File: src/rtl/sft_pkg.sv
package sft_pkg;

  typedef enum logic [1:0] {
    RUN_IDLE = 2'd0,
    RUN_FREE = 2'd1,
    RUN_SHOT = 2'd2
  } run_state_e;

  localparam int POL_W     = 4;
  localparam int POL_HS    = 0;
  localparam int POL_VS    = 1;
  localparam int POL_BLANK = 2;
  localparam int POL_FLASH = 3;

endpackage

File: src/rtl/sft_shadow.sv
module sft_shadow #(
  parameter int COL_W          = 10,
  parameter int ROW_W          = 16,
  parameter int DEF_LINE_LEN   = 500,
  parameter int DEF_FRAME_H    = 400,
  parameter int DEF_COL_BEGIN  = 100,
  parameter int DEF_ROW_BEGIN  = 10,
  parameter int DEF_HS_END     = 64,
  parameter int DEF_VS_END     = 3,
  parameter int DEF_FLASH_ON   = 298,
  parameter int DEF_FLASH_OFF  = 318,
  parameter int DEF_EXPO       = 399
) (
  input  logic             clk_i,
  input  logic             rst_ni,
  input  logic [COL_W-1:0] nxt_line_len_i,
  input  logic [ROW_W-1:0] nxt_frame_h_i,
  input  logic [COL_W-1:0] nxt_col_begin_i,
  input  logic [ROW_W-1:0] nxt_row_begin_i,
  input  logic [COL_W-1:0] nxt_hs_end_i,
  input  logic [ROW_W-1:0] nxt_vs_end_i,
  input  logic [ROW_W-1:0] nxt_flash_on_i,
  input  logic [ROW_W-1:0] nxt_flash_off_i,
  input  logic [ROW_W-1:0] nxt_expo_i,
  input  logic             commit_req_i,
  input  logic             boundary_i,
  output logic [COL_W-1:0] act_line_len_o,
  output logic [ROW_W-1:0] act_frame_h_o,
  output logic [COL_W-1:0] act_col_begin_o,
  output logic [ROW_W-1:0] act_row_begin_o,
  output logic [COL_W-1:0] act_hs_end_o,
  output logic [ROW_W-1:0] act_vs_end_o,
  output logic [ROW_W-1:0] act_flash_on_o,
  output logic [ROW_W-1:0] act_flash_off_o,
  output logic [ROW_W-1:0] act_expo_o,
  output logic             commit_busy_o
);

  logic pend_q;
  logic load;

  assign load          = boundary_i && (pend_q || commit_req_i);
  assign commit_busy_o = pend_q;

  always_ff @(posedge clk_i or negedge rst_ni) begin
    if (!rst_ni) begin
      act_line_len_o  <= COL_W'(DEF_LINE_LEN);
      act_frame_h_o   <= ROW_W'(DEF_FRAME_H);
      act_col_begin_o <= COL_W'(DEF_COL_BEGIN);
      act_row_begin_o <= ROW_W'(DEF_ROW_BEGIN);
      act_hs_end_o    <= COL_W'(DEF_HS_END);
      act_vs_end_o    <= ROW_W'(DEF_VS_END);
      act_flash_on_o  <= ROW_W'(DEF_FLASH_ON);
      act_flash_off_o <= ROW_W'(DEF_FLASH_OFF);
      act_expo_o      <= ROW_W'(DEF_EXPO);
      pend_q          <= 1'b0;
    end else if (load) begin
      act_line_len_o  <= nxt_line_len_i;
      act_frame_h_o   <= nxt_frame_h_i;
      act_col_begin_o <= nxt_col_begin_i;
      act_row_begin_o <= nxt_row_begin_i;
      act_hs_end_o    <= nxt_hs_end_i;
      act_vs_end_o    <= nxt_vs_end_i;
      act_flash_on_o  <= nxt_flash_on_i;
      act_flash_off_o <= nxt_flash_off_i;
      act_expo_o      <= nxt_expo_i;
      pend_q          <= 1'b0;
    end else if (commit_req_i) begin
      pend_q <= 1'b1;
    end
  end

  AST_ACT_HELD_OFF_BOUNDARY: assert property (@(posedge clk_i) disable iff (!rst_ni)
    !boundary_i |=> ($stable(act_line_len_o) && $stable(act_frame_h_o) &&
                     $stable(act_col_begin_o) && $stable(act_expo_o)))
    else $error("active set changed away from a frame boundary");

  AST_BUSY_CLEARS_AT_BOUNDARY: assert property (@(posedge clk_i) disable iff (!rst_ni)
    (pend_q && boundary_i) |=> !pend_q)
    else $error("commit busy survived a frame boundary");

endmodule

File: src/rtl/sft_raster.sv
module sft_raster
  import sft_pkg::*;
#(
  parameter int COL_W = 10,
  parameter int ROW_W = 16
) (
  input  logic             clk_i,
  input  logic             rst_ni,
  input  logic [COL_W-1:0] line_len_i,
  input  logic [ROW_W-1:0] frame_h_i,
  input  logic             single_mode_i,
  input  logic             capture_i,
  output logic [COL_W-1:0] col_o,
  output logic [ROW_W-1:0] row_o,
  output run_state_e       state_o,
  output logic             boundary_o
);

  logic [COL_W-1:0] col_q;
  logic [ROW_W-1:0] row_q;
  run_state_e       state_q, state_d;
  logic             running, col_last, row_last, wrap;

  assign running    = (state_q != RUN_IDLE);
  assign col_last   = (col_q == line_len_i - COL_W'(1));
  assign row_last   = (row_q == frame_h_i - ROW_W'(1));
  assign wrap       = running && col_last && row_last;
  assign boundary_o = wrap || !running;
  assign col_o      = col_q;
  assign row_o      = row_q;
  assign state_o    = state_q;

  always_comb begin
    state_d = state_q;
    unique case (state_q)
      RUN_IDLE: begin
        if (!single_mode_i)  state_d = RUN_FREE;
        else if (capture_i)  state_d = RUN_SHOT;
      end
      RUN_FREE, RUN_SHOT: begin
        if (wrap) state_d = single_mode_i ? RUN_IDLE : RUN_FREE;
      end
      default: state_d = RUN_IDLE;
    endcase
  end

  always_ff @(posedge clk_i or negedge rst_ni) begin
    if (!rst_ni) begin
      state_q <= RUN_IDLE;
      col_q   <= '0;
      row_q   <= '0;
    end else begin
      state_q <= state_d;
      if (running) begin
        if (col_last) begin
          col_q <= '0;
          row_q <= row_last ? '0 : row_q + ROW_W'(1);
        end else begin
          col_q <= col_q + COL_W'(1);
        end
      end
    end
  end

  AST_COL_BOUND: assert property (@(posedge clk_i) disable iff (!rst_ni)
    running |-> (col_q < line_len_i))
    else $error("column beyond line length");

  AST_ROW_ADVANCE: assert property (@(posedge clk_i) disable iff (!rst_ni)
    (running && col_last && !row_last) |=> (row_q == $past(row_q) + ROW_W'(1)))
    else $error("row did not advance at line end");

  AST_IDLE_PARKED: assert property (@(posedge clk_i) disable iff (!rst_ni)
    (state_q == RUN_IDLE) |-> (col_q == '0 && row_q == '0))
    else $error("stopped raster not parked at origin");

  AST_SHOT_ENDS: assert property (@(posedge clk_i) disable iff (!rst_ni)
    (state_q == RUN_SHOT && wrap) |=> (state_q != RUN_SHOT))
    else $error("captured frame ran past its end");

endmodule

File: src/rtl/sft_strobes.sv
module sft_strobes
  import sft_pkg::*;
#(
  parameter int COL_W = 10,
  parameter int ROW_W = 16,
  parameter int WIN_W = 352,
  parameter int WIN_H = 298
) (
  input  logic             clk_i,
  input  logic             rst_ni,
  input  logic [COL_W-1:0] col_i,
  input  logic [ROW_W-1:0] row_i,
  input  run_state_e       state_i,
  input  logic [ROW_W-1:0] frame_h_i,
  input  logic [COL_W-1:0] col_begin_i,
  input  logic [ROW_W-1:0] row_begin_i,
  input  logic [COL_W-1:0] hs_end_i,
  input  logic [ROW_W-1:0] vs_end_i,
  input  logic [ROW_W-1:0] flash_on_i,
  input  logic [ROW_W-1:0] flash_off_i,
  input  logic [ROW_W-1:0] expo_i,
  input  logic [POL_W-1:0] pol_i,
  output logic [COL_W-1:0] col_o,
  output logic [ROW_W-1:0] row_o,
  output logic             hsync_o,
  output logic             vsync_o,
  output logic             blank_o,
  output logic             flash_o,
  output logic [ROW_W-1:0] rst_row_o,
  output logic             row_start_o,
  output logic             capture_busy_o
);

  localparam int CW1 = COL_W + 1;
  localparam int RW1 = ROW_W + 1;

  logic             run;
  logic             in_col, in_row;
  logic [CW1-1:0]   col_hi;
  logic [RW1-1:0]   row_hi;
  logic [ROW_W-1:0] eff_expo;
  logic [RW1-1:0]   ahead;
  logic [ROW_W-1:0] rst_row_d;
  logic [POL_W-1:0] act_lvl;

  assign run    = (state_i != RUN_IDLE);
  assign col_hi = {1'b0, col_begin_i} + CW1'(WIN_W);
  assign row_hi = {1'b0, row_begin_i} + RW1'(WIN_H);
  assign in_col = (col_i >= col_begin_i) && ({1'b0, col_i} < col_hi);
  assign in_row = (row_i >= row_begin_i) && ({1'b0, row_i} < row_hi);

  always_comb begin
    if (expo_i == '0)              eff_expo = ROW_W'(1);
    else if (expo_i >= frame_h_i)  eff_expo = frame_h_i - ROW_W'(1);
    else                           eff_expo = expo_i;
  end

  assign ahead     = {1'b0, row_i} + {1'b0, eff_expo};
  assign rst_row_d = (ahead >= {1'b0, frame_h_i}) ? ROW_W'(ahead - {1'b0, frame_h_i})
                                                  : ahead[ROW_W-1:0];

  always_comb begin
    act_lvl            = '0;
    act_lvl[POL_HS]    = run && (col_i < hs_end_i);
    act_lvl[POL_VS]    = run && (row_i < vs_end_i);
    act_lvl[POL_BLANK] = !(run && in_col && in_row);
    act_lvl[POL_FLASH] = run && (row_i >= flash_on_i) && (row_i < flash_off_i);
  end

  always_ff @(posedge clk_i or negedge rst_ni) begin
    if (!rst_ni) begin
      col_o          <= '0;
      row_o          <= '0;
      hsync_o        <= 1'b0;
      vsync_o        <= 1'b0;
      blank_o        <= 1'b0;
      flash_o        <= 1'b0;
      rst_row_o      <= '0;
      row_start_o    <= 1'b0;
      capture_busy_o <= 1'b0;
    end else begin
      col_o          <= col_i;
      row_o          <= row_i;
      hsync_o        <= ~(act_lvl[POL_HS]    ^ pol_i[POL_HS]);
      vsync_o        <= ~(act_lvl[POL_VS]    ^ pol_i[POL_VS]);
      blank_o        <= ~(act_lvl[POL_BLANK] ^ pol_i[POL_BLANK]);
      flash_o        <= ~(act_lvl[POL_FLASH] ^ pol_i[POL_FLASH]);
      rst_row_o      <= rst_row_d;
      row_start_o    <= run && (col_i == '0);
      capture_busy_o <= (state_i == RUN_SHOT);
    end
  end

  AST_RESET_ROW_AHEAD: assert property (@(posedge clk_i) disable iff (!rst_ni)
    run |=> (rst_row_o != row_o))
    else $error("reset row coincides with readout row");

  AST_RESET_ROW_RANGE: assert property (@(posedge clk_i) disable iff (!rst_ni)
    run |=> (rst_row_o < $past(frame_h_i)))
    else $error("reset row outside the frame");

endmodule

File: src/rtl/sensor_frame_timer.sv
module sensor_frame_timer
  import sft_pkg::*;
#(
  parameter int COL_W          = 10,
  parameter int ROW_W          = 16,
  parameter int WIN_W          = 352,
  parameter int WIN_H          = 298,
  parameter int DEF_LINE_LEN   = 500,
  parameter int DEF_FRAME_H    = 400,
  parameter int DEF_COL_BEGIN  = 100,
  parameter int DEF_ROW_BEGIN  = 10,
  parameter int DEF_HS_END     = 64,
  parameter int DEF_VS_END     = 3,
  parameter int DEF_FLASH_ON   = 298,
  parameter int DEF_FLASH_OFF  = 318,
  parameter int DEF_EXPO       = 399
) (
  input  logic             clk_i,
  input  logic             rst_ni,
  input  logic [COL_W-1:0] nxt_line_len_i,
  input  logic [ROW_W-1:0] nxt_frame_h_i,
  input  logic [COL_W-1:0] nxt_col_begin_i,
  input  logic [ROW_W-1:0] nxt_row_begin_i,
  input  logic [COL_W-1:0] nxt_hs_end_i,
  input  logic [ROW_W-1:0] nxt_vs_end_i,
  input  logic [ROW_W-1:0] nxt_flash_on_i,
  input  logic [ROW_W-1:0] nxt_flash_off_i,
  input  logic [ROW_W-1:0] nxt_expo_i,
  input  logic             commit_req_i,
  output logic             commit_busy_o,
  input  logic [3:0]       pol_i,
  input  logic             single_mode_i,
  input  logic             capture_i,
  output logic             capture_busy_o,
  output logic [COL_W-1:0] col_o,
  output logic [ROW_W-1:0] row_o,
  output logic             hsync_o,
  output logic             vsync_o,
  output logic             blank_o,
  output logic             flash_o,
  output logic [ROW_W-1:0] rst_row_o,
  output logic             row_start_o,
  output logic [COL_W-1:0] act_line_len_o,
  output logic [ROW_W-1:0] act_frame_h_o,
  output logic [COL_W-1:0] act_col_begin_o,
  output logic [ROW_W-1:0] act_row_begin_o,
  output logic [COL_W-1:0] act_hs_end_o,
  output logic [ROW_W-1:0] act_vs_end_o
);

  logic [ROW_W-1:0] act_flash_on, act_flash_off, act_expo;
  logic [COL_W-1:0] cnt_col;
  logic [ROW_W-1:0] cnt_row;
  run_state_e       run_state;
  logic             boundary;

  sft_shadow #(
    .COL_W(COL_W), .ROW_W(ROW_W),
    .DEF_LINE_LEN(DEF_LINE_LEN), .DEF_FRAME_H(DEF_FRAME_H),
    .DEF_COL_BEGIN(DEF_COL_BEGIN), .DEF_ROW_BEGIN(DEF_ROW_BEGIN),
    .DEF_HS_END(DEF_HS_END), .DEF_VS_END(DEF_VS_END),
    .DEF_FLASH_ON(DEF_FLASH_ON), .DEF_FLASH_OFF(DEF_FLASH_OFF),
    .DEF_EXPO(DEF_EXPO)
  ) u_shadow (
    .clk_i           (clk_i),
    .rst_ni          (rst_ni),
    .nxt_line_len_i  (nxt_line_len_i),
    .nxt_frame_h_i   (nxt_frame_h_i),
    .nxt_col_begin_i (nxt_col_begin_i),
    .nxt_row_begin_i (nxt_row_begin_i),
    .nxt_hs_end_i    (nxt_hs_end_i),
    .nxt_vs_end_i    (nxt_vs_end_i),
    .nxt_flash_on_i  (nxt_flash_on_i),
    .nxt_flash_off_i (nxt_flash_off_i),
    .nxt_expo_i      (nxt_expo_i),
    .commit_req_i    (commit_req_i),
    .boundary_i      (boundary),
    .act_line_len_o  (act_line_len_o),
    .act_frame_h_o   (act_frame_h_o),
    .act_col_begin_o (act_col_begin_o),
    .act_row_begin_o (act_row_begin_o),
    .act_hs_end_o    (act_hs_end_o),
    .act_vs_end_o    (act_vs_end_o),
    .act_flash_on_o  (act_flash_on),
    .act_flash_off_o (act_flash_off),
    .act_expo_o      (act_expo),
    .commit_busy_o   (commit_busy_o)
  );

  sft_raster #(.COL_W(COL_W), .ROW_W(ROW_W)) u_raster (
    .clk_i         (clk_i),
    .rst_ni        (rst_ni),
    .line_len_i    (act_line_len_o),
    .frame_h_i     (act_frame_h_o),
    .single_mode_i (single_mode_i),
    .capture_i     (capture_i),
    .col_o         (cnt_col),
    .row_o         (cnt_row),
    .state_o       (run_state),
    .boundary_o    (boundary)
  );

  sft_strobes #(.COL_W(COL_W), .ROW_W(ROW_W), .WIN_W(WIN_W), .WIN_H(WIN_H)) u_strobes (
    .clk_i          (clk_i),
    .rst_ni         (rst_ni),
    .col_i          (cnt_col),
    .row_i          (cnt_row),
    .state_i        (run_state),
    .frame_h_i      (act_frame_h_o),
    .col_begin_i    (act_col_begin_o),
    .row_begin_i    (act_row_begin_o),
    .hs_end_i       (act_hs_end_o),
    .vs_end_i       (act_vs_end_o),
    .flash_on_i     (act_flash_on),
    .flash_off_i    (act_flash_off),
    .expo_i         (act_expo),
    .pol_i          (pol_i),
    .col_o          (col_o),
    .row_o          (row_o),
    .hsync_o        (hsync_o),
    .vsync_o        (vsync_o),
    .blank_o        (blank_o),
    .flash_o        (flash_o),
    .rst_row_o      (rst_row_o),
    .row_start_o    (row_start_o),
    .capture_busy_o (capture_busy_o)
  );

endmodule

File: config.mk
export PLATFORM = sky130hd
export DESIGN_NAME = sensor_frame_timer
export DESIGN_NICKNAME = d
export VERILOG_FILES = /design/src/rtl/sft_pkg.sv /design/src/rtl/sft_shadow.sv /design/src/rtl/sft_raster.sv /design/src/rtl/sft_strobes.sv /design/src/rtl/sensor_frame_timer.sv
export SDC_FILE = /design/constraint.sdc
export NUM_CORES = 1
export LEC_CHECK = 0
export ABC_AREA = 1
export BUFFER_PORTS_ARGS = -buffer_cell sky130_fd_sc_hd__buf_2
export CELL_PAD_IN_SITES_DETAIL_PLACEMENT = 0
export CELL_PAD_IN_SITES_GLOBAL_PLACEMENT = 2
export CORE_AREA = 2 2 219 221
export DETAILED_ROUTE_END_ITERATION = 8
export DIE_AREA = 0 0 221 223
export PLACE_DENSITY = 0.86
export SYNTH_ARGS = -nofsm -noshare
export SYNTH_HDL_FRONTEND = slang
export SYNTH_SLANG_ARGS = --single-unit
File: constraint.sdc
create_clock -name clk_i -period 12.23 [get_ports clk_i]
set_input_delay 0 -clock clk_i [delete_from_list [all_inputs] [get_ports clk_i]]
set_output_delay 0 -clock clk_i [all_outputs]
set_load 0.01 [all_outputs]
# Word level (Yosys, flattened, before mapping)
# Cells that the tools add are included.
[totals] ff_bits=203 out_inout_bits=127 elab_cells=90
[op_classes] addsub=8 magnitude_cmp=10 n_eq_ne=6 n_mux=12 bitwise=8 reduce_logical=24
[ops] cell="$mux 16" count=4
[ops] cell="$ge 16x16->1" count=3
[ops] cell="$lt 16x16->1" count=2
[ops] cell="$add 16x16->17" count=1
[ops] cell="$add 16x9->17 const B" count=1
[ops] cell="$ge 17x16->1" count=1
[ops] cell="$lt 16x17->1" count=1
[ops] cell="$add 16x1->16 const B" count=1
[ops] cell="$eq 16x16->1" count=1
[ops] cell="$logic_not 16->1" count=1
[ops] cell="$sub 16x1->16 const B" count=1
[ops] cell="$sub 16x16->16" count=1
[ops] cell="$logic_and 1x1->1" count=12
[ops] cell="$add 10x9->11 const B" count=1
[ops] cell="$lt 10x11->1" count=1
[ops] cell="$add 10x1->10 const B" count=1
[ops] cell="$eq 10x10->1" count=1
[ops] cell="$ge 10x10->1" count=1
[ops] cell="$logic_not 10->1" count=1
[ops] cell="$lt 10x10->1" count=1
[ops] cell="$mux 10" count=1
[ops] cell="$sub 10x1->10 const B" count=1
[ops] cell="$mux 2" count=3
[ops] cell="$not 1->1" count=4
[ops] cell="13 further kinds" count=22

# Depth between registers and ports, before layout
# Gate-level depths: netlist of the first run.
[logic_depth] word_depth=8 ltp_mapped=37 depth_no_buf=35

# By module
# A second synthesis of the first run with hierarchy kept.
[hier_totals] hier_cells=2020 area_unflattened_um2=14964.4
[by_module_without_submodules] mod="sft_strobes" n_inst=1 cells_each=978 area_per_inst_um2=6890.4
[by_module_without_submodules] mod="sft_shadow" n_inst=1 cells_each=550 area_per_inst_um2=5042.3
[by_module_without_submodules] mod="sft_raster" n_inst=1 cells_each=492 area_per_inst_um2=3031.7

# Least setup slack after synthesis of the first run
# OpenSTA, ideal clock, no wires.
[synth_timing] path_kind="reg2reg" startpoint="register u_shadow.act_frame_h_o[7]" endpoint="register u_strobes.rst_row_o[0]" arrival_ns=4.810 path_slack_ns=7.288 stages_incl_launch_ff=35 n_path_buf=2 cell_sequence="dfstp_2 -> inv_1 -> ha_1 -> nand2_1 -> nor2_1 -> nand2_1 -> o211ai_1 -> nand2_1 -> nand3_1 -> clkbuf_1 -> o221ai_1 -> ha_1 -> fa_1 -> nand3_1 -> nand2_1 -> nand3_1 -> nand2_1 -> nand3_1 -> nand2_1 -> a21oi_1 -> or2_2 -> and2_1 -> inv_1 -> ha_1 -> a21oi_1 -> o21ai_0 -> a21oi_1 -> nand2_1 -> nand2_1 -> o211ai_1 -> nand2_1 -> nand3_1 -> inv_1 -> clkbuf_1 -> o21ai_0"
[synth_via] elab_chain_len=6 elab_cells_between_ends=8 classes_between="add/sub: 3; order compare: 2; mux: 3"
[synth_lines] item="start: declaration" line="sft_shadow.sv:28" rtl="output logic [ROW_W-1:0] act_frame_h_o,"
[synth_lines] item="start signal: assignment" line="sft_shadow.sv:48" rtl="act_frame_h_o <= ROW_W'(DEF_FRAME_H);"
[synth_lines] item="start signal: assignment" line="sft_shadow.sv:59" rtl="act_frame_h_o <= nxt_frame_h_i;"
[synth_lines] item="$sub 16x1->16 / $ge 16x16->1 (equally long branches)" line="sft_strobes.sv:54" rtl="else if (expo_i >= frame_h_i) eff_expo = frame_h_i - ROW_W'(1);"
[synth_lines] item="$mux 16" line="sft_strobes.sv:54"
[synth_lines] item="$mux 16" line="sft_strobes.sv:53" rtl="if (expo_i == '0) eff_expo = ROW_W'(1);"
[synth_lines] item="$add 16x16->17" line="sft_strobes.sv:58" rtl="assign ahead = {1'b0, row_i} + {1'b0, eff_expo};"
[synth_lines] item="$ge 17x16->1 / $sub 16x16->16 (equally long branches)" line="sft_strobes.sv:59" rtl="assign rst_row_d = (ahead >= {1'b0, frame_h_i}) ? ROW_W'(ahead - {1'b0, frame_h_i})"
[synth_lines] item="$mux 16 *" line="sft_strobes.sv:59"
[synth_lines] item="named net u_strobes.rst_row_d[0]" line="sft_strobes.sv:43" rtl="logic [ROW_W-1:0] rst_row_d;"
[synth_lines] item="end signal: assignment" line="sft_strobes.sv:88" rtl="rst_row_o <= rst_row_d;"
[synth_lines] item="end: declaration" line="sft_strobes.sv:29" rtl="output logic [ROW_W-1:0] rst_row_o,"
# Mark *: on every way through the listed nets, which the timed path passes. The rest lies on a longest branch.
# A chain may end at the register's enable or synchronous reset.

# Final worst setup path of the first run
[layout_timing] startpoint="register u_shadow.act_frame_h_o[13]" endpoint="register u_strobes.rst_row_o[0]"
# The elaborated chain is that of the path after synthesis.

==> flow_summary.toml, run 1 <==
[synth]
syn-num-nets = 2122
yosys-top-cells-area = "dfrtp_1, nand2_1, ha_1, nand3_1, dfstp_2"
ys_ff_latch = 203
synth_simple_gate_area_share_pct = 28.5
yosysSeqAreaShare_pct = 36.7
synth.avg_cell_area_sq_um = 7.64
dominantRegCellSynth = "dfrtp_1"
ys_warn_count = 0
syn_inst = 1826
ys_async_sr_fraction_pct = 100
synth.distinct_cells = 42
synth_edf_count = 0
yosys.area.top_type = "dfrtp_1"
synth-compound-area-share_pct = 8.32
synth_top_cell_area_share_pct = 30.5
synth_top_family_by_area = "simple AND/OR/NAND/NOR gates"
synth_area_sq_um = 13900
synthTopCellsByCount = "nand2_1, nand3_1, inv_1, dfrtp_1, ha_1"
yosys.area_share.adder_pct = 14.6
synth.area.mux_share_pct = 0
synth_xor_area_share_pct = 4.59
yosysMostFrequentCell = "nand2_1"

[clocking]
h-tree-depth = 1
numCtsBuffers = 27
cts_root_buf = "clkbuf_16"
clk_pin_slew_ps = 70
cts.path.max_buffers = 3
cts_tree = "built"
clock_latency_ps = 580
numClockSinks = 203

[sta]
maxSlewViolCount = 0
rsz0062_at_grt = "false"
hold_viol_final = 0
fmaxAchievable_ghz = 0.163
setup_slack_ps = 6100
fin_crit_ps = 6130
tns_ps = 0
fin_skew_ps = 19.8
relSlewSlack_pct = 33.5
setup_viol = 0
worst_pin_slew_ps = 997
period_share_pct = 50.1

[critical_path]
cp-end-kind = "flip-flop"
cp_slowest_cell = "inv_1"
crit_fanout = 32
crit_path_max_incr_delay_ps = 530
cp.required_ps = 12650
crit_type = "flip-flop to flip-flop"
rrSetupSlack_ps = 6100
start_kind = "flip-flop"
cp.arrival_ps = 6540

[global_routing]
use_met2_pct = 34.6
grt_pass1_wl_mm = 77.4
grt_pass1_vias = 13498
use_met3_pct = 2.67
grtUsageTotal_pct = 19.9
grt_overflow = 0
top_usage_layer = "met2"
use_met1_pct = 25.7
grt_max_degree = 89
antenna_found_initial = 0

[finish]
seq_area_sq_um = 5120
antennaDiodeCount = 0
drive_gt1_share_pct = 16.3
syn2layout_area_growth_pct = 30.5
nets = 2507
n_fill_cell = 4915
multi_input_area_sq_um = 7830
final_area_sq_um = 18200
utilization_pct = 38.6

[pwr]
leakage_nw = 9.69
p_per_area_nw_per_um2 = 297
ir_drop_v = 0.000210
total_power_w = 0.00540

[place]
placed_area_sq_um = 15900
gp_congestion = 0.914
dp_hpwl_mm = 36.0
port_buffers = 261
pre_cts_ws_ps = 6160

[floorplan]
dieArea_sq_um = 49300
start_util_pct = 29.6
core_area_sq_um = 47100
top_level_ports = 262
die_width_um = 221
die_h_um = 223
std_cell_rows = 80

[detailed_routing]
wire_per_inst_um = 17.5
drc = 0
drt-initial-drc-count = 867
drt-vias-per-instance = 4.76
via_count = 13553
final_antenna_net_count = 0
first_pass_iters = 5
routed_wl_mm = 49.8

[run]
cap_violations = 0

[hold_path]
hold_class = "input pin to async pin"

[outcome]
status = "finished, final reports clean"
==> worst max-delay path: cells and delay by family, from the launching register on <==
family,cells,cell delay (ps)
AND/OR/NAND/NOR,16,2060
adder cells (fa/ha/maj),4,1320
buffers and inverters,4,1070
AO/OA/AOI/OAI,7,1040
flip-flops,1,460
==> worst paths after layout <==
check	start	endpoint	cells past startpoint
max in group asynchronous	rst_ni	u_shadow.act_col_begin_o[7]	3
hold / removal	rst_ni	u_shadow.act_expo_o[3]	2
hold reg to reg	u_shadow.act_flash_off_o[5]	u_shadow.act_flash_off_o[5]	2
min in group clk_i	pol_i[0]	u_strobes.hsync_o	3
setup / recovery	u_shadow.act_frame_h_o[13]	u_strobes.rst_row_o[0]	31
setup reg to reg	u_shadow.act_frame_h_o[13]	u_strobes.rst_row_o[0]	31
==> per-layer routing <==
layer  up-vias  share of wire, %
met5         -                 0
met4         0               3.2
met3        72               3.8
met2       279                48
met1      6373                45
li1       6829                 -
==> timing repair <==
action	in CTS	in global routing
resized for setup	0	0
hold buffers	137	0
buffers inserted	0	0
hold endpoints to repair	189	0
==> cell type report <==
| class | instances | area share, % |
|---|---|---|
| Sequential cell | 203 | 28.1 |
| Multi-Input combinational cell | 1372 | 43.0 |
| Timing Repair Buffer | 408 | 15.3 |
| Clock buffer | 36 | 4.23 |
| Inverter | 199 | 4.11 |
| Tap cell | 615 | 4.23 |
| Clock inverter | 14 | 0.970 |
==> flip-flops by register name, indices dropped and copies added (netlist names) <==
signal	cells
u_strobes.hsync_o	1
u_strobes.flash_o	1
u_shadow.act_col_begin_o	10
u_shadow.act_frame_h_o	16
u_raster.state_o	2
u_shadow.commit_busy_o	1
u_shadow.act_flash_off_o	16
u_shadow.act_expo_o	16
u_shadow.act_hs_end_o	10
u_strobes.col_o	10
u_shadow.act_flash_on_o	16
u_strobes.rst_row_o	16
u_raster.col_o	10
u_strobes.capture_busy_o	1
u_strobes.blank_o	1
u_shadow.act_vs_end_o	16
u_raster.row_o	16
u_strobes.row_start_o	1
u_shadow.act_row_begin_o	16
u_shadow.act_line_len_o	10
u_strobes.vsync_o	1
u_strobes.row_o	16
==> stage by stage <==
stage | hold WS [ps] | instances
after floorplan | -296 | 1826
after global placement | 24.0 | 2660
after detailed placement | 23.3 | 2660
after CTS | 37.4 | 2847
after global routing | 45.9 | 2847
final | 52.5 | 2847
==> layout by cell type, fill, tap and decap left out, types with 9 or more instances in the layout <==
| cell type | synthesis | final |
|---|---|---|
| nand3_1 | 214 | 214 |
| a21oi_1 | 101 | 101 |
| nand4_1 | 30 | 30 |
| nor3_1 | 27 | 27 |
| o21ai_0 | 67 | 67 |
| buf_2 | 15 | 260 |
| clkbuf_16 | 0 | 27 |
| nand2_1 | 534 | 532 |
| dfstp_2 | 33 | 33 |
| xor2_1 | 55 | 55 |
| a311oi_1 | 9 | 9 |
| inv_1 | 197 | 197 |
| ha_1 | 159 | 159 |
| buf_4 | 2 | 10 |
| dfrtp_1 | 170 | 170 |
| dlygate4sd3_1 | 0 | 136 |
| nor2_1 | 95 | 95 |
| nor4_1 | 10 | 10 |
| xnor2_1 | 13 | 13 |
==> report_power, final <==
part           internal (W)  switching, W  total [W]  leakage, nW
Combinational       0.00118       0.00207    0.00325         6.73
Clock              0.000508      0.000339   0.000847        0.464
Sequential          0.00100      0.000298    0.00130         2.49
Total               0.00269       0.00271    0.00540         9.69
==> cells by family after synthesis <==
logic type / after synthesis
fa+ha+maj: 161
xor+xnor: 70
buf+inv: 251
flops: 203
compound gates: 210
simple gates: 931
Power figures use the tool's default switching activity.
==> inputs of run 2 (changes only) <==
--- a/config.mk
+++ b/config.mk
@@ -5,14 +5,14 @@
 export SDC_FILE = /design/constraint.sdc
 export NUM_CORES = 1
 export LEC_CHECK = 0
-export ABC_AREA = 1
+export ABC_AREA = 0
 export BUFFER_PORTS_ARGS = -buffer_cell sky130_fd_sc_hd__buf_2
 export CELL_PAD_IN_SITES_DETAIL_PLACEMENT = 0
 export CELL_PAD_IN_SITES_GLOBAL_PLACEMENT = 2
-export CORE_AREA = 2 2 219 221
+export CORE_AREA = 2 2 220 222
 export DETAILED_ROUTE_END_ITERATION = 8
-export DIE_AREA = 0 0 221 223
-export PLACE_DENSITY = 0.86
+export DIE_AREA = 0 0 222 224
+export PLACE_DENSITY = 0.79
 export SYNTH_ARGS = -nofsm -noshare
 export SYNTH_HDL_FRONTEND = slang
 export SYNTH_SLANG_ARGS = --single-unit
==> constraint.sdc (replaced) <==
create_clock -name clk_i -period 6.12 [get_ports clk_i]
set_input_delay 0 -clock clk_i [delete_from_list [all_inputs] [get_ports clk_i]]
set_output_delay 0 -clock clk_i [all_outputs]
set_load 0.01 [all_outputs]
==> run 2 against run 1 <==
Effect of this change: clock power increased by 100%; worst setup slack got worse by 5800 ps; wire length decreased by 4.9%; utilization increased by 1.2 points; largest power group unchanged.
==> flow_summary.toml, run 2 <==
[outcome]
status = "finished, final reports clean"

[sta]
hold_viol_final = 0
setup_viol = 0
relSlewSlack_pct = 35.7
worst_pin_slew_ps = 965
maxSlewViolCount = 0
fin_crit_ps = 5830
fmaxAchievable_ghz = 0.172
whs_ps = 176
fin_skew_ps = 13.6
period_share_pct = 95.2

[critical_path]
cp.required_ps = 6550
crit_path_max_incr_delay_ps = 560
cp_slowest_cell = "dfstp_2"
cp.arrival_ps = 6250
path_buf_inv = 3
rrSetupSlack_ps = 290
r2r.worst_path.cells = 28
start_kind = "flip-flop"
rr_endpoint = "u_strobes.rst_row_o[14]"
crit_type = "flip-flop to flip-flop"
timing.rr.start = "u_shadow.act_expo_o[0]"
cpMostUsedCell = "ha_1"
cp-end-kind = "flip-flop"
path_delay_family = "compound AO/OA/AOI/OAI gates"
crit_fanout = 4

[finish]
nets = 2110
antennaDiodeCount = 0
syn2layout_area_growth_pct = 34.1
n_fill_cell = 4665
final_common_cell = "buf_2"
instances_no_fill = 2449
final_cell_mix = "buf_2, dfrtp_1, ha_1, dlygate4sd3_1, inv_1"
drive_gt1_share_pct = 32.2
final_area_sq_um = 18800

[synth]
yosys-top-cells-area = "dfrtp_1, ha_1, mux2_2, dfstp_2, mux2_4"
ys_warn_count = 0
synth_area_sq_um = 14000
yosysMostFrequentCell = "dfrtp_1"
dominantRegCellSynth = "dfrtp_1"
synthTopCellsByCount = "dfrtp_1, ha_1, inv_1, mux2_2, nor2_1"
ys_ff_latch = 203
yosysSeqAreaShare_pct = 36.5
yosys.area.top_type = "dfrtp_1"
syn-num-nets = 1659
syn_inst = 1363
synth.distinct_cells = 85
synth.avg_cell_area_sq_um = 10.3
synth_edf_count = 0
synth_top_cell_area_share_pct = 30.3
ys_async_sr_fraction_pct = 100

[global_routing]
grt_pass1_vias = 12272
grt_overflow = 0
antenna_found_initial = 0
grt_max_degree = 75
grt_pass1_wl_mm = 72.6
grtUsageTotal_pct = 18.8

[detailed_routing]
routed_wl_mm = 47.3
first_pass_iters = 5
wire_per_inst_um = 19.3
via_count = 12015
drt-initial-drc-count = 657
drc = 0
drt-vias-per-instance = 4.91
final_antenna_net_count = 0

[pwr]
leakage_nw = 9.18
power.share.switching_pct = 43.1
ir_drop_v = 0.000241
p_per_area_nw_per_um2 = 576
p_comb_share_pct = 60.9
pwr-share-seq_pct = 23.6
clockPowerShare_pct = 15.6
netSwitchingPower_w = 0.00468
power.internal_w = 0.00617
total_power_w = 0.0108

[clocking]
numClockSinks = 203
clk_pin_slew_ps = 60
numCtsBuffers = 27
cts_tree = "built"
clock_latency_ps = 560
h-tree-depth = 1
cts.path.max_buffers = 3
cts_root_buf = "clkbuf_16"

[hold_path]
hold_path_end = "u_strobes.blank_o"
hold_class = "input pin to flip-flop"
min_delay_path_depth = 3
min-delay-start = "pol_i[2]"

[run]
cap_violations = 0

[floorplan]
die_width_um = 222
top_level_ports = 262
core_area_sq_um = 47300
std_cell_rows = 80
die_h_um = 224
dieArea_sq_um = 49700
start_util_pct = 29.7

[place]
placed_area_sq_um = 16300
gp_congestion = 0.863
port_buffers = 261
dp_hpwl_mm = 34.5
placed_cells = 2250
-- run 2: changes by cell type after synthesis, moves of 19 or more --
cell      change
nand2_1     -463
xor2_1       -26
xnor2_1      +45
mux2_2       +92
a21oi_1      -39
nand2b_1     +19
a21o_1       +26
nand3_1     -193
inv_1        -74
mux2_4       +40
-- run 2: layer usage --
layer	wire length (um)	global-route usage, %	up-vias
met5	0	0	-
met4	908	4.29	0
met3	1890	2.27	57
met2	23400	33.3	278
met1	21100	24.4	5858
li1	-	-	5822
-- run 2: worst max path at each step --
stage / from / end / slack (ps) / cells after the start
global placement: u_shadow.act_expo_o[0] / u_strobes.rst_row_o[8] / 90 / 25
detailed placement: u_shadow.act_expo_o[0] / u_strobes.rst_row_o[1] / 6 / 25
floorplan: u_shadow.act_frame_h_o[8] / u_strobes.rst_row_o[0] / 100 / 25
finish: u_shadow.act_expo_o[0] / u_strobes.rst_row_o[14] / 290 / 28
global route: u_shadow.act_expo_o[0] / u_strobes.rst_row_o[14] / -30 / 27
CTS: u_shadow.act_expo_o[0] / u_strobes.rst_row_o[1] / 40 / 27
-- run 2: final cells by class --
cell class / count / area, sq um / share of cell area (%)
multi-input combinational: 995 / 8310 / 44.1
sequential: 203 / 5120 / 27.2
timing repair buffer: 464 / 3230 / 17.2
tap: 615 / 769 / 4.09
clock buffer: 32 / 714 / 3.79
inverter: 123 / 462 / 2.45
clock inverter: 17 / 224 / 1.19
-- run 2: timing repair --
item	in CTS	in global routing
hold buffers	137	0
gates resized for setup	1	27
pin swaps	0	23
buffers inserted	0	13
setup endpoints to repair	4	16
endpoints found under the hold margin	199	0
cloned	0	0
-- run 2: kinds of logic (layout without fill, tap and decap cells) --
| logic type | after synthesis | in the layout | synth area share, % |
|---|---|---|---|
| AND/OR/NAND/NOR | 339 | 339 | 12.9 |
| multiplexers | 146 | 146 | 12.7 |
| flip-flops | 203 | 203 | 36.5 |
| adder cells (fa/ha/maj) | 161 | 161 | 14.5 |
| buffers and inverters | 165 | 636 | 5.28 |
| AO/OA/AOI/OAI | 259 | 259 | 12.3 |
| XOR/XNOR | 90 | 90 | 5.91 |
-- run 2: worst register-to-register path: cells and delay by family, from the launching register on --
family	cells	cell delay, ps
compound gates	12	2550
xor+xnor	1	100
fa+ha+maj	3	910
buf+inv	3	360
flops	1	560
mux	1	340
simple gates	8	870
-- run 2: power groups by stage --
stage               Clock (W)  Sequential [W]  Combinational (W)
floorplan                   0         0.00258            0.00425
finish                0.00169         0.00256            0.00660
global placement            0         0.00257            0.00610
CTS                   0.00175         0.00257            0.00627
global route          0.00181         0.00264            0.00733
detailed placement          0         0.00258            0.00615
-- run 2: per-stage QoR --
step,TNS [ps],util [%],worst slack (ps)
2_1_floorplan,0,-,101
3_3_place_gp,0,34.4,94.8
3_5_place_dp,0,34.4,6.30
4_1_cts,0,39.3,43.3
5_1_grt,-57.5,39.8,-28.4
6_report,0,39.8,295
